**src/rtl/inep_pkg.sv**
```systemverilog
package inep_pkg;
  typedef enum logic [1:0] {
    BK_FREE  = 2'd0,
    BK_READY = 2'd1,
    BK_SENT  = 2'd2
  } bank_st_e;
endpackage

```
**src/rtl/inep_fill_ctrl.sv**
```systemverilog
module inep_fill_ctrl #(
  parameter int NUM_BANKS  = 3,
  parameter int BANK_BYTES = 8,
  localparam int BW = (NUM_BANKS > 1) ? $clog2(NUM_BANKS) : 1,
  localparam int OW = $clog2(BANK_BYTES),
  localparam int LW = $clog2(BANK_BYTES + 1)
) (
  input  logic                 clk,
  input  logic                 rst_n,
  input  logic                 cfg_iso,
  input  logic                 wr_valid,
  input  logic                 pkt_ready_set,
  input  logic [NUM_BANKS-1:0] bank_free,
  output logic                 wr_ready,
  output logic                 wr_accept,
  output logic [BW-1:0]        wr_bank,
  output logic [OW-1:0]        wr_off,
  output logic                 val_pulse,
  output logic [BW-1:0]        val_bank,
  output logic [LW-1:0]        val_len,
  output logic                 wr_overrun
);
  logic [BW-1:0] fill_ptr;
  logic [LW-1:0] fill_cnt;
  logic [BW-1:0] cur;
  logic [BW-1:0] nxt;
  logic          full_byte;
  logic          manual;

  // in isochronous mode the rotation is frozen on bank 0
  assign cur = cfg_iso ? '0 : fill_ptr;
  assign nxt = (cfg_iso || cur == BW'(NUM_BANKS - 1)) ? '0 : cur + 1'b1;

  assign wr_ready  = bank_free[cur];
  assign wr_accept = wr_valid && wr_ready;
  assign wr_bank   = cur;
  assign wr_off    = fill_cnt[OW-1:0];

  assign full_byte = wr_accept && (fill_cnt == LW'(BANK_BYTES - 1));
  assign manual    = pkt_ready_set && wr_ready && !full_byte;
  assign val_pulse = full_byte || manual;
  assign val_bank  = cur;

  always_comb begin
    if (full_byte) val_len = LW'(BANK_BYTES);
    else if (wr_accept) val_len = fill_cnt + 1'b1;
    else val_len = fill_cnt;
  end

  always_ff @(posedge clk or negedge rst_n) begin
    if (!rst_n) begin
      fill_ptr   <= '0;
      fill_cnt   <= '0;
      wr_overrun <= 1'b0;
    end else begin
      if (val_pulse) begin
        fill_cnt <= '0;
        fill_ptr <= nxt;
      end else if (wr_accept) begin
        fill_cnt <= fill_cnt + 1'b1;
      end
      if (wr_valid && !wr_ready) wr_overrun <= 1'b1;
    end
  end
endmodule

```
**src/rtl/inep_bank_state.sv**
```systemverilog
module inep_bank_state
  import inep_pkg::*;
#(
  parameter int NUM_BANKS  = 3,
  parameter int BANK_BYTES = 8,
  localparam int BW = (NUM_BANKS > 1) ? $clog2(NUM_BANKS) : 1,
  localparam int LW = $clog2(BANK_BYTES + 1),
  localparam int CW = $clog2(NUM_BANKS + 1)
) (
  input  logic                    clk,
  input  logic                    rst_n,
  input  logic                    val_pulse,
  input  logic [BW-1:0]           val_bank,
  input  logic [LW-1:0]           val_len,
  input  logic                    sent_pulse,
  input  logic [BW-1:0]           sent_bank,
  input  logic                    free_pulse,
  input  logic [BW-1:0]           free_bank,
  output logic [NUM_BANKS-1:0]    bank_free,
  output logic [NUM_BANKS-1:0]    bank_ready,
  output logic [NUM_BANKS-1:0]    bank_sent,
  output logic [NUM_BANKS*LW-1:0] len_flat,
  output logic [CW-1:0]           busy_count
);
  for (genvar g = 0; g < NUM_BANKS; g++) begin : g_bank
    bank_st_e      st;
    logic [LW-1:0] len;

    always_ff @(posedge clk or negedge rst_n) begin
      if (!rst_n) begin
        st  <= BK_FREE;
        len <= '0;
      end else if (val_pulse && val_bank == BW'(g)) begin
        st  <= BK_READY;
        len <= val_len;
      end else if (sent_pulse && sent_bank == BW'(g)) begin
        st <= BK_SENT;
      end else if (free_pulse && free_bank == BW'(g)) begin
        st <= BK_FREE;
      end
    end

    assign bank_free[g]            = (st == BK_FREE);
    assign bank_ready[g]           = (st == BK_READY);
    assign bank_sent[g]            = (st == BK_SENT);
    assign len_flat[g*LW +: LW]    = len;
  end

  always_comb begin
    busy_count = '0;
    for (int i = 0; i < NUM_BANKS; i++)
      if (!bank_free[i]) busy_count = busy_count + 1'b1;
  end
endmodule

```
**src/rtl/inep_bank_mem.sv**
```systemverilog
module inep_bank_mem #(
  parameter int NUM_BANKS  = 3,
  parameter int BANK_BYTES = 8,
  parameter int DATA_W     = 8,
  localparam int BW    = (NUM_BANKS > 1) ? $clog2(NUM_BANKS) : 1,
  localparam int OW    = $clog2(BANK_BYTES),
  localparam int DEPTH = NUM_BANKS * BANK_BYTES
) (
  input  logic              clk,
  input  logic              we,
  input  logic [BW-1:0]     wbank,
  input  logic [OW-1:0]     woff,
  input  logic [DATA_W-1:0] wdata,
  input  logic [BW-1:0]     rbank,
  input  logic [OW-1:0]     roff,
  output logic [DATA_W-1:0] rdata
);
  logic [DATA_W-1:0] mem [DEPTH];
  int unsigned widx;
  int unsigned ridx;

  always_comb begin
    widx = int'(wbank) * BANK_BYTES + int'(woff);
    ridx = int'(rbank) * BANK_BYTES + int'(roff);
  end

  always_ff @(posedge clk) begin
    if (we) mem[widx] <= wdata;
  end

  assign rdata = mem[ridx];
endmodule

```
**src/rtl/inep_drain_ctrl.sv**
```systemverilog
module inep_drain_ctrl #(
  parameter int NUM_BANKS  = 3,
  parameter int BANK_BYTES = 8,
  localparam int BW = (NUM_BANKS > 1) ? $clog2(NUM_BANKS) : 1,
  localparam int OW = $clog2(BANK_BYTES),
  localparam int LW = $clog2(BANK_BYTES + 1)
) (
  input  logic                    clk,
  input  logic                    rst_n,
  input  logic                    cfg_iso,
  input  logic [NUM_BANKS-1:0]    bank_ready,
  input  logic [NUM_BANKS-1:0]    bank_sent,
  input  logic [NUM_BANKS*LW-1:0] len_flat,
  input  logic                    tx_ready,
  input  logic                    usb_ack,
  output logic                    tx_valid,
  output logic                    tx_last,
  output logic                    tx_zlp,
  output logic [BW-1:0]           rd_bank,
  output logic [OW-1:0]           rd_off,
  output logic                    sent_pulse,
  output logic                    free_pulse
);
  logic [BW-1:0] rd_ptr;
  logic [LW-1:0] off;
  logic [LW-1:0] len;
  logic [BW-1:0] nxt;
  logic          take;

  assign rd_bank = cfg_iso ? '0 : rd_ptr;
  assign nxt     = (cfg_iso || rd_bank == BW'(NUM_BANKS - 1)) ? '0 : rd_bank + 1'b1;
  assign len     = len_flat[rd_bank*LW +: LW];

  assign tx_valid   = bank_ready[rd_bank];
  assign tx_zlp     = (len == '0);
  assign tx_last    = tx_zlp || (off == len - 1'b1);
  assign rd_off     = off[OW-1:0];
  assign take       = tx_valid && tx_ready;
  assign sent_pulse = take && tx_last;
  assign free_pulse = usb_ack && bank_sent[rd_bank];

  always_ff @(posedge clk or negedge rst_n) begin
    if (!rst_n) begin
      rd_ptr <= '0;
      off    <= '0;
    end else begin
      if (sent_pulse) off <= '0;
      else if (take) off <= off + 1'b1;
      if (free_pulse) rd_ptr <= nxt;
    end
  end
endmodule

```
**src/rtl/inep_bank_buffer.sv**
```systemverilog
module inep_bank_buffer #(
  parameter int NUM_BANKS  = 3,
  parameter int BANK_BYTES = 8,
  parameter int DATA_W     = 8,
  localparam int BW = (NUM_BANKS > 1) ? $clog2(NUM_BANKS) : 1,
  localparam int OW = $clog2(BANK_BYTES),
  localparam int LW = $clog2(BANK_BYTES + 1),
  localparam int CW = $clog2(NUM_BANKS + 1)
) (
  input  logic              clk,
  input  logic              rst_n,
  input  logic              cfg_iso,
  input  logic              wr_valid,
  output logic              wr_ready,
  input  logic [DATA_W-1:0] wr_data,
  input  logic              pkt_ready_set,
  output logic              wr_overrun,
  output logic [CW-1:0]     busy_count,
  output logic              tx_valid,
  input  logic              tx_ready,
  output logic [DATA_W-1:0] tx_data,
  output logic              tx_last,
  output logic              tx_zlp,
  input  logic              usb_ack,
  input  logic              irq_en_set,
  input  logic              irq_en_clr,
  output logic              irq
);
  logic [NUM_BANKS-1:0]    bank_free;
  logic [NUM_BANKS-1:0]    bank_ready;
  logic [NUM_BANKS-1:0]    bank_sent;
  logic [NUM_BANKS*LW-1:0] len_flat;
  logic                    wr_accept;
  logic [BW-1:0]           wr_bank;
  logic [OW-1:0]           wr_off;
  logic                    val_pulse;
  logic [BW-1:0]           val_bank;
  logic [LW-1:0]           val_len;
  logic [BW-1:0]           rd_bank;
  logic [OW-1:0]           rd_off;
  logic                    sent_pulse;
  logic                    free_pulse;
  logic                    irq_en;

  inep_fill_ctrl #(.NUM_BANKS(NUM_BANKS), .BANK_BYTES(BANK_BYTES)) fill_i (
    .clk(clk), .rst_n(rst_n), .cfg_iso(cfg_iso),
    .wr_valid(wr_valid), .pkt_ready_set(pkt_ready_set), .bank_free(bank_free),
    .wr_ready(wr_ready), .wr_accept(wr_accept), .wr_bank(wr_bank), .wr_off(wr_off),
    .val_pulse(val_pulse), .val_bank(val_bank), .val_len(val_len),
    .wr_overrun(wr_overrun)
  );

  inep_bank_state #(.NUM_BANKS(NUM_BANKS), .BANK_BYTES(BANK_BYTES)) state_i (
    .clk(clk), .rst_n(rst_n),
    .val_pulse(val_pulse), .val_bank(val_bank), .val_len(val_len),
    .sent_pulse(sent_pulse), .sent_bank(rd_bank),
    .free_pulse(free_pulse), .free_bank(rd_bank),
    .bank_free(bank_free), .bank_ready(bank_ready), .bank_sent(bank_sent),
    .len_flat(len_flat), .busy_count(busy_count)
  );

  inep_bank_mem #(.NUM_BANKS(NUM_BANKS), .BANK_BYTES(BANK_BYTES), .DATA_W(DATA_W)) mem_i (
    .clk(clk), .we(wr_accept), .wbank(wr_bank), .woff(wr_off), .wdata(wr_data),
    .rbank(rd_bank), .roff(rd_off), .rdata(tx_data)
  );

  inep_drain_ctrl #(.NUM_BANKS(NUM_BANKS), .BANK_BYTES(BANK_BYTES)) drain_i (
    .clk(clk), .rst_n(rst_n), .cfg_iso(cfg_iso),
    .bank_ready(bank_ready), .bank_sent(bank_sent), .len_flat(len_flat),
    .tx_ready(tx_ready), .usb_ack(usb_ack),
    .tx_valid(tx_valid), .tx_last(tx_last), .tx_zlp(tx_zlp),
    .rd_bank(rd_bank), .rd_off(rd_off),
    .sent_pulse(sent_pulse), .free_pulse(free_pulse)
  );

  always_ff @(posedge clk or negedge rst_n) begin
    if (!rst_n) irq_en <= 1'b0;
    else if (irq_en_clr) irq_en <= 1'b0;
    else if (irq_en_set) irq_en <= 1'b1;
  end

  assign irq = irq_en && (busy_count == '0);
endmodule

```
**config.mk**
```make
export PLATFORM = sky130hd
export DESIGN_NAME = inep_bank_buffer
export DESIGN_NICKNAME = d
export VERILOG_FILES = /design/src/rtl/inep_pkg.sv /design/src/rtl/inep_fill_ctrl.sv /design/src/rtl/inep_bank_state.sv /design/src/rtl/inep_bank_mem.sv /design/src/rtl/inep_drain_ctrl.sv /design/src/rtl/inep_bank_buffer.sv
export SDC_FILE = /design/constraint.sdc
export NUM_CORES = 1
export LEC_CHECK = 0
export BUFFER_PORTS_ARGS = -buffer_cell sky130_fd_sc_hd__buf_2
export CAP_MARGIN = 5
export CELL_PAD_IN_SITES_DETAIL_PLACEMENT = 0
export CELL_PAD_IN_SITES_GLOBAL_PLACEMENT = 1
export CORE_ASPECT_RATIO = 1.75
export CORE_UTILIZATION = 53
export DETAILED_ROUTE_END_ITERATION = 8
export PLACE_DENSITY_LB_ADDON = 0.15
export SETUP_SLACK_MARGIN = 0.15
export SYNTH_ARGS = -nofsm -noshare
export SYNTH_HDL_FRONTEND = slang
export SYNTH_HIERARCHICAL = 1
export SYNTH_SLANG_ARGS = --single-unit
```
**constraint.sdc**
```tcl
create_clock -name clk -period 3.5 [get_ports clk]
set_clock_uncertainty 0.05 [all_clocks]
set_input_delay 0.875 -clock clk [delete_from_list [all_inputs] [get_ports clk]]
set_output_delay 0.875 -clock clk [all_outputs]
set_load 0.02 [all_outputs]
```
==> results_dict.tcl, run 1 <==
set metrics [dict create \
    initial_utilization_pct 54.0 \
    cts_hold_buf 0 \
    drv_slew 0 \
    power_density_nw_per_um2 710 \
    clkLatencyLatePin_ns 0.49 \
    htree_num_levels 1 \
    synth_nets 599 \
    synthCells 578 \
    grt_pass1_vias 5663 \
    maxSlewHeadroom_pct 44.0 \
    dieArea_um2 18800 \
    cts_tree "done" \
    fin_crit_sh_pct 97.4 \
    path_buf_inv 3 \
    cp.arrival_ns 2.49 \
    ioPinCount 33 \
    tightest_slew_ns 0.837 \
    seq_area_frac_synth_pct 68.0 \
    clockBufferDepth 3 \
    path_class "input pin to output port" \
    fp.dieH_um 181 \
    async_flop_share_pct 14.3 \
    cts_buffers 20 \
    cts_root_buf "clkbuf_16" \
    maxCapViolations 0 \
    viasPerCell 5.86 \
    synth_cell_types 67 \
    detail-route-antenna-nets 0 \
    startpoint_type "input pin" \
    avgRoutedWirePerCell_um 22.9 \
    fmax_mhz 293 \
    grt_usage_pct 22.5 \
    wirelength_um 20400 \
    period_minus_slack_ns 3.41 \
    hpwl_um 14000 \
    path_delay_family "compound AO/OA/AOI/OAI gates" \
    syn-cell-area_um2 9660 \
    area_delta_synth_final_pct 14.1 \
    worstPathRequired_ns 2.57 \
    yosysWarningCount 6 \
    synth-seq-cells 224 \
    outcome "complete, no violations" \
    cts_num_sinks 224 \
    nets 662 \
    endpoint_kind "output port" \
    drive_gt1_share_pct 29.0 \
    drt_pass1_iterations 4 \
    setup_viol 0 \
    grt_pass1_wl_um 31700 \
    ir_drop_mv 0.520 \
    slowest_stage "a221oi_4" \
    antenna_found_initial 0 \
    cpMostUsedCell "buf_6" \
    hp-class "input pin to async pin" \
    cpPeakStageDelay_ns 0.37 \
    core_area_um2 17900 \
    grt_max_degree 33 \
    timing.final.hold_violations 0 \
    synth-edff-count 192 \
    tns_ns 0 \
    drt_iter0_drc 334 \
    antenna_cells 0 \
    rows 65 \
    numPortBuffers 32 \
    overflow 0 \
    clk_pin_slew_ns 0.07 \
    synth.avg_cell_area_um2 16.7 \
    die_w_um 104 \
    p_leak_nw 3.73 \
    dominantRegCellSynth "edfxtp_1" \
    gp_congestion 0.847 \
    final_core_util_pct 61.6 \
    path_cells "buf_6 > o21bai_4 > buf_6 > a221oi_4 > xnor2_2 > and4_4 > o211ai_2 > nand2_1 > buf_6" \
    path_max_fanout 7 \
    via_count 5212 \
    rsz0062_at_grt "yes" \
    route.detailed.drc 0 \
]
==> metrics by stage <==
step / setup WS, ns / total power [mW] / cells / hold slack, ns / instance area [um^2]
2_1_floorplan: 0.175 / 4.86 / 578 / 0.400 / 9670
3_3_place_gp: 0.0895 / 5.48 / 843 / 0.390 / 10100
3_5_place_dp: -0.0270 / 5.54 / 843 / 0.397 / 10100
4_1_cts: 0.126 / 7.81 / 886 / 0.411 / 11000
5_1_grt: 0.00938 / 8.15 / 889 / 0.441 / 11000
6_report: 0.0899 / 7.82 / 889 / 0.391 / 11000
==> registers in the layout, summed over array words and instances, names as in the netlist <==
register	flops
state_i/g_bank.len	12
fill_i/wr_overrun	1
fill_i/fill_cnt	4
drain_i/rd_ptr	2
irq_en	1
fill_i/fill_ptr	2
drain_i/off	4
state_i/g_bank.st	6
mem_i/mem	192
==> power by group <==
group | internal [mW] | switching [mW] | leakage, nW
clock network | 1.18 | 0.909 | 0.303
logic | 1.13 | 1.36 | 1.29
registers | 3.06 | 0.175 | 2.14
==> routing by layer <==
metal | part of all wire (%) | vias up | GRT usage [%]
met3 | 4.9 | 34 | 2.71
met2 | 58 | 134 | 43.4
met5 | 0 | - | 0
li1 | - | 2391 | -
met4 | 3.4 | 0 | 9.83
met1 | 34 | 2653 | 24.4
==> cells in the mapped netlist, drive strengths merged (5+ instances only) <==
master | instances | share of area [%]
mux2i | 41 | 4.2
mux2 | 17 | 2.0
nor2b | 16 | 1.0
and2 | 5 | 0.32
inv | 7 | 0.27
o311ai | 8 | 0.73
a22oi | 8 | 0.62
a21oi | 9 | 0.47
nor2 | 34 | 1.3
nand3 | 15 | 0.78
mux4 | 32 | 7.5
nand3b | 15 | 1.2
clkbuf | 6 | 0.27
o211ai | 9 | 0.75
dfrtp | 32 | 8.3
a2bb2oi | 8 | 0.73
buf | 30 | 2.2
nand2 | 28 | 1.1
edfxtp | 192 | 60
o21ai | 8 | 0.53
==> area by class of cell <==
class,instances,area [um^2]
flip-flops and latches,224,6580
clock buffers,27,548
well taps,234,293
fillers,1369,6880
repair buffers,77,561
multi-input cells,311,2930
clock inverters,9,77.6
inverters,7,26.3
==> placed cells by master (no fill, tap or decap), drive strengths merged, types with 3 or more instances in the layout <==
| cell | Yosys | final |
|---|---|---|
| mux2i | 41 | 41 |
| inv | 7 | 8 |
| nor3 | 3 | 3 |
| buf | 30 | 77 |
| a2bb2oi | 8 | 8 |
| xnor2 | 3 | 3 |
| clkinv | 0 | 5 |
| mux2 | 17 | 17 |
| a221oi | 4 | 4 |
| and2 | 5 | 5 |
| a21boi | 3 | 3 |
| nand3 | 15 | 15 |
| o311ai | 8 | 8 |
| nor2b | 16 | 16 |
| nand2 | 28 | 28 |
| nor4bb | 4 | 4 |
| o21ai | 8 | 8 |
| ha | 4 | 4 |
| xor2 | 3 | 3 |
| dfrtp | 32 | 32 |
| clkbuf | 6 | 27 |
| mux4 | 32 | 32 |
| a21oi | 9 | 9 |
| nand3b | 15 | 15 |
| or3b | 4 | 4 |
| edfxtp | 192 | 192 |
| a22oi | 8 | 8 |
| o211ai | 9 | 9 |
| nor2 | 34 | 34 |
==> kinds of logic after synthesis <==
kind of cell / share of synthesized area [%]
flip-flops: 68.0
AND/OR/NAND/NOR: 8.15
multiplexers: 13.7
AO/OA/AOI/OAI: 6.35
buffers and inverters: 2.75
XOR/XNOR: 0.544
adder cells (fa/ha/maj): 0.518
==> timing repair <==
| item | in CTS | in global routing |
|---|---|---|
| buffers inserted | 7 | 3 |
| setup endpoints to repair | 9 | 8 |
| pin swaps | 8 | 5 |
| resized for setup | 19 | 5 |
==> path summary, 6_finish.rpt <==
check,start,depth (start not counted),to,slack (ns)
worst min register to register,fill_i/wr_overrun$_DFFE_PN0P_,1,fill_i/wr_overrun$_DFFE_PN0P_,0.41
worst min-delay path,rst_n,1,irq_en$_DFFE_PN0P_,0.39
max in group asynchronous,rst_n,1,drain_i/off[0]$_DFFE_PN0P_,2.44
worst max-delay path,cfg_iso,9,tx_last,0.09
worst max register to register,state_i/g_bank[1].st[1]$_DFFE_PN0P_,8,mem_i/mem[19][0]$_DFFE_PP_,0.64
min in group clk,fill_i/wr_overrun$_DFFE_PN0P_,1,fill_i/wr_overrun$_DFFE_PN0P_,0.41
No activity file was read; power rests on OpenSTA's default activity.
==> inputs of run 2 (changes only) <==
ABC_AREA = 1   (was unset)
CORE_UTILIZATION = 49   (was 53)
PLACE_DENSITY_LB_ADDON = 0.2   (was 0.15)
==> run 2 against run 1 <==
Against the previous run:
- the flow now finishes with violations (design-rule violations)
- critical path depth increased by 6
- wire length increased by 18%
- flip-flop and latch count unchanged
- via count increased by 37%
- cell area increased by 6.0%
- register-to-register slack improved by 0.26 ns
- synthesized cell count increased by 80%
- maximum frequency increased by 2.7%
- area after synthesis increased by 7.5%
==> results_dict.tcl, run 2 <==
set metrics [dict create \
    outcome "finished with violations" \
    violations "design-rule violations" \
    wirelength_um 24100 \
    final_area_um2 11700 \
    seq_area_frac_synth_pct 63.3 \
    final_core_util_pct 56.0 \
    route.detailed.drc 2 \
    finalWorstSetupSlack_ns 0.181 \
    p_leak_nw 4.90 \
    dp_cells 1322 \
    synthTopCellsByArea "edfxtp_1 (56%), nand2_1 (9.2%), dfrtp_1 (7.7%), nand3_1 (6.7%), inv_1 (5.3%)" \
    cpPeakStageDelay_ns 0.22 \
    antenna_cells 0 \
    synth.avg_cell_area_um2 9.95 \
    path_max_fanout 7 \
    yosysMostFrequentCell "nand2_1" \
    finalPower_mw 8.72 \
    rows 70 \
    nets 1117 \
    maxSlewHeadroom_pct 46.7 \
    cts_num_sinks 224 \
    antenna_found_initial 0 \
    synth_nets 1064 \
    largest_reg_flops 192 \
    pre_cts_ws_ns 0.0724 \
    power_density_nw_per_um2 747 \
    startpoint_type "input pin" \
    drv_slew 0 \
    path_buf_inv 3 \
    path_cells "buf_8 > clkinv_8 > nand2_8 > nand2_4 > nand2_4 > a21oi_4 > ha_4 > xor2_1 > nand2_1 > nor2_1 > nand2_1 > nor2_2 > nand2_2 > nand2_4 > buf_6" \
    yosysWarningCount 6 \
    avgRoutedWirePerCell_um 17.7 \
    area_delta_synth_final_pct 12.6 \
    cts_hold_buf 0 \
    dominantRegCellSynth "edfxtp_1" \
    final_cell_mix "nand2_1 (254), edfxtp_1 (192), inv_1 (146)" \
    initial_utilization_pct 49.8 \
    ir_drop_mv 0.586 \
    fmax_mhz 301 \
    final_common_cell "nand2_1" \
    detail-route-antenna-nets 0 \
    yosys.area.top_type "edfxtp_1" \
    via_count 7119 \
    synth_cell_types 40 \
    synth-seq-cells 224 \
    synth_top_area_share_pct 55.6 \
    grt_pass1_wl_um 38200 \
    clockBufferDepth 3 \
    htree_num_levels 1 \
    regMostFlops "mem_i/mem" \
    endpoint_kind "output port" \
    drt_pass1_iterations 7 \
    gp_congestion 0.827 \
    setup_viol 0 \
    ioPinCount 33 \
    core_area_um2 20800 \
    hold_ws_ns 0.392 \
    numPortBuffers 32 \
    worstPathRequired_ns 2.57 \
    fin_crit_sh_pct 94.8 \
    cpMostUsedCell "nand2_4" \
    placed_cell_area_um2 10900 \
    grt_usage_pct 23.0 \
    fin_cells 1362 \
    path_delay_family "simple AND/OR/NAND/NOR gates" \
    hp-class "input pin to async pin" \
    hpwl_um 16100 \
    slowest_stage "ha_4" \
    synthCells 1043 \
    timing.final.hold_violations 0 \
    maxCapViolations 0 \
    tns_ns 0 \
    overflow 0 \
    path_class "input pin to output port" \
    rsz0062_at_grt "yes" \
    grt_pass1_vias 7115 \
    drive_gt1_share_pct 14.1 \
    drt_iter0_drc 419 \
    dieArea_um2 21800 \
    clkLatencyLatePin_ns 0.50 \
    syn-cell-area_um2 10400 \
    period_minus_slack_ns 3.32 \
    synth.top_cells.by_count "nand2_1 (255), edfxtp_1 (192), inv_1 (146), nand3_1 (139), nor2_1 (90)" \
    cts_tree "done" \
    fp.dieH_um 195 \
    biggestRegsByFlops "mem_i/mem (192), state_i/g_bank.len (12), state_i/g_bank.st (6)" \
    cts_root_buf "clkbuf_16" \
    viasPerCell 5.23 \
    die_w_um 112 \
    cts_buffers 21 \
    synth-edff-count 192 \
    grt_max_degree 55 \
    clk_pin_slew_ns 0.06 \
    tightest_slew_ns 0.800 \
    async_flop_share_pct 14.3 \
    cp.arrival_ns 2.39 \
]
[run 2: report_power, final]
| group | total (mW) | internal [mW] | switching (mW) | leakage, nW |
|---|---|---|---|---|
| logic | 3.27 | 1.08 | 2.19 | 2.45 |
| registers | 3.26 | 3.09 | 0.175 | 2.14 |
| clock network | 2.19 | 1.25 | 0.937 | 0.310 |
[run 2: layout make-up]
type	instances	area (um^2)
multi-input combinational	616	2990
tap	252	315
clock buffer	26	544
clock inverter	11	101
fill	1859	9170
sequential	224	6570
inverter	156	608
timing repair buffer	77	556
[run 2: cells by family (layout without fill, tap and decap cells)]
| family | count (synthesis) | count (layout) | synth area share (%) |
|---|---|---|---|
| simple gates | 527 | 527 | 22.6 |
| fa+ha+maj | 4 | 4 | 0.482 |
| xor+xnor | 5 | 5 | 0.422 |
| flops | 224 | 224 | 63.3 |
| buf+inv | 203 | 270 | 8.63 |
| compound gates | 80 | 80 | 4.61 |
[run 2: worst paths after layout]
path                                                from                             endpoint  slack [ns]  depth (start not counted)
max                                              cfg_iso                              tx_last        0.18                         15
min                                                rst_n           drain_i/off[3]$_DFFE_PN0P_        0.39                          1
max reg2reg                drain_i/rd_ptr[0]$_DFFE_PN0P_  state_i/g_bank[0].st[0]$_DFFE_PN0P_        0.90                         16
min reg2reg                fill_i/wr_overrun$_DFFE_PN0P_        fill_i/wr_overrun$_DFFE_PN0P_        0.41                          1
max in group asynchronous                          rst_n        drain_i/rd_ptr[0]$_DFFE_PN0P_        2.44                          1
min in group clk           fill_i/wr_overrun$_DFFE_PN0P_        fill_i/wr_overrun$_DFFE_PN0P_        0.41                          1
[run 2: repair_timing]
item / CTS / global route
gates resized for setup: 4 / 21
endpoints found under the hold margin: 0 / 0
setup endpoints to repair: 1 / 3
pin swaps: 0 / 12
setup buffers: 0 / 3
[run 2: layer usage]
| metal | global-route usage, % | part of all wire (%) | vias up |
|---|---|---|---|
| met2 | 44.3 | 56 | 123 |
| met5 | 0 | 0 | - |
| met3 | 2.06 | 2.8 | 57 |
| met1 | 25.2 | 37 | 3406 |
| met4 | 9.98 | 4.5 | 0 |
| li1 | - | - | 3533 |
==> inputs of run 3 (changes only) <==
ABC_AREA = 0   (was 1)
CORE_UTILIZATION = 53   (was 49)
PLACE_DENSITY_LB_ADDON = 0.1   (was 0.2)
==> run 3 against run 2 <==
Against the previous run:
- the run now ends clean
- cell count down 34%
- wire length fell by 14%
- global-route usage decreased by 0.14 points
- combinational power down 23%
- cell area shrank 4.0%
- critical path depth shrank 7
- via count decreased by 26%
- maximum frequency decreased by 1.3%
- sequential power shrank 1%
- first-iteration DRC count is 47% lower
- non-clock buffer count up 10
- critical path type unchanged
- critical endpoint unchanged
==> results_dict.tcl, run 3 (synthesized netlist as in run 1, its figures left out) <==
set metrics [dict create \
    grt_usage_pct 22.8 \
    startpoint_type "input pin" \
    worstPathRequired_ns 2.57 \
    gp_congestion 0.798 \
    initial_utilization_pct 54.0 \
    slowest_stage "a221oi_2" \
    area_delta_synth_final_pct 16.1 \
    nets 673 \
    cp.arrival_ns 2.44 \
    drt_iter0_drc 223 \
    rsz0062_at_grt "yes" \
    nFillCells 1336 \
    pre_cts_ws_ns -0.0647 \
    rrSetupSlack_ns 0.58 \
    clockBufferDepth 3 \
    cts_num_sinks 224 \
    antenna_cells 0 \
    viasPerCell 5.82 \
    power_density_nw_per_um2 718 \
    ff_latch_area_um2 6580 \
    endpoint_kind "output port" \
    clk_pin_slew_ns 0.06 \
    timing.final.hold_violations 0 \
    hp-class "input pin to async pin" \
    dieArea_um2 18800 \
    final_area_um2 11200 \
    final_core_util_pct 62.6 \
    fin_cells 900 \
    numPortBuffers 32 \
    maxCapViolations 0 \
    maxSlewHeadroom_pct 43.3 \
    fin_crit_sh_pct 96.1 \
    grt_max_degree 36 \
    setup_viol 0 \
    dp_cells 848 \
    tightest_slew_ns 0.848 \
    largest_reg_flops 192 \
    drive_gt1_share_pct 31.4 \
    final_cell_mix "edfxtp_1 (192), buf_4 (49), mux2i_1 (40)" \
    p_leak_nw 3.83 \
    avgRoutedWirePerCell_um 22.9 \
    regMostFlops "mem_i/mem" \
    fmax_mhz 297 \
    ir_drop_mv 0.461 \
    placed_cell_area_um2 10200 \
    grt_pass1_vias 5648 \
    path_max_fanout 5 \
    hpwl_um 14300 \
    tns_ns 0 \
    core_area_um2 17900 \
    cts_root_buf "clkbuf_16" \
    final_common_cell "edfxtp_1" \
    grt_pass1_wl_um 32100 \
    ioPinCount 33 \
    via_count 5234 \
    clkLatencyLatePin_ns 0.49 \
    finalPower_mw 8.04 \
    outcome "complete, no violations" \
    detail-route-antenna-nets 0 \
    wirelength_um 20600 \
    overflow 0 \
    die_w_um 104 \
    htree_num_levels 1 \
    hold_ws_ns 0.387 \
    multiInputGateArea_um2 2960 \
    cpPeakStageDelay_ns 0.41 \
    route.detailed.drc 0 \
    path_class "input pin to output port" \
    cts_hold_buf 0 \
    antenna_found_initial 0 \
    rows 65 \
    path_cells "buf_8 > o21bai_4 > a221oi_2 > xor2_1 > xnor2_2 > o211ai_2 > nand2_2 > buf_6" \
    period_minus_slack_ns 3.36 \
    fp.dieH_um 181 \
    biggestRegsByFlops "mem_i/mem (192), state_i/g_bank.len (12), state_i/g_bank.st (6)" \
    cts_tree "done" \
    finalWorstSetupSlack_ns 0.137 \
    cts_buffers 21 \
    drv_slew 0 \
    drt_pass1_iterations 5 \
]
## run 3: cell count changes in the layout (fill, tap and decap cells not counted), moves of 26 or more
cell,before,now
nand3_1,137,10
mux2i_1,0,40
inv_1,146,6
mux4_2,0,32
o21ai_1,28,2
nand2_1,254,26
nor2_1,90,33
## run 3: path summary, 6_finish.rpt
path | from | end | cells past startpoint
min | rst_n | state_i/g_bank[1].st[0]$_DFFE_PN0P_ | 1
min reg2reg | fill_i/wr_overrun$_DFFE_PN0P_ | fill_i/wr_overrun$_DFFE_PN0P_ | 1
max | cfg_iso | tx_last | 8
min in group clk | fill_i/wr_overrun$_DFFE_PN0P_ | fill_i/wr_overrun$_DFFE_PN0P_ | 1
max reg2reg | drain_i/rd_ptr[0]$_DFFE_PN0P_ | state_i/g_bank[0].st[0]$_DFFE_PN0P_ | 10
max in group asynchronous | rst_n | drain_i/off[0]$_DFFE_PN0P_ | 1
## run 3: timing repair
item	CTS	global route
buffers inserted	10	5
gates resized for setup	19	14
setup endpoints to repair	10	10
cloned	0	0
pin swaps	6	2
## run 3: metal layers
| layer | wire length, um | share of wire, % | up-vias | global-route usage, % |
|---|---|---|---|---|
| li1 | - | - | 2417 | - |
| met1 | 7530 | 37 | 2662 | 25.7 |
| met2 | 11700 | 57 | 109 | 42.8 |
| met3 | 618 | 3.0 | 46 | 2.35 |
| met4 | 794 | 3.8 | 0 | 10.7 |
| met5 | 0 | 0 | - | 0 |
## run 3: area by class of cell
class / instances / area share, %
sequential: 224 / 58.7
multi-input combinational: 311 / 26.4
timing repair buffer: 87 / 5.87
clock buffer: 26 / 5.03
tap: 234 / 2.61
clock inverter: 11 / 1.19
inverter: 7 / 0.234
## run 3: worst max-delay path, delay by kind of cell
| family | cells | cell delay [ns] |
|---|---|---|
| AOI/OAI and AO/OA | 3 | 0.76 |
| buffers and inverters | 2 | 0.23 |
| xor gates and xnor gates | 2 | 0.46 |
| and+or+nand+nor | 1 | 0.11 |
## run 3: power breakdown
group | switching [mW] | leakage [nW] | internal [mW]
combinational | 1.37 | 1.35 | 1.14
sequential | 0.159 | 2.14 | 3.06
clock | 0.939 | 0.341 | 1.37
total | 2.47 | 3.83 | 5.57
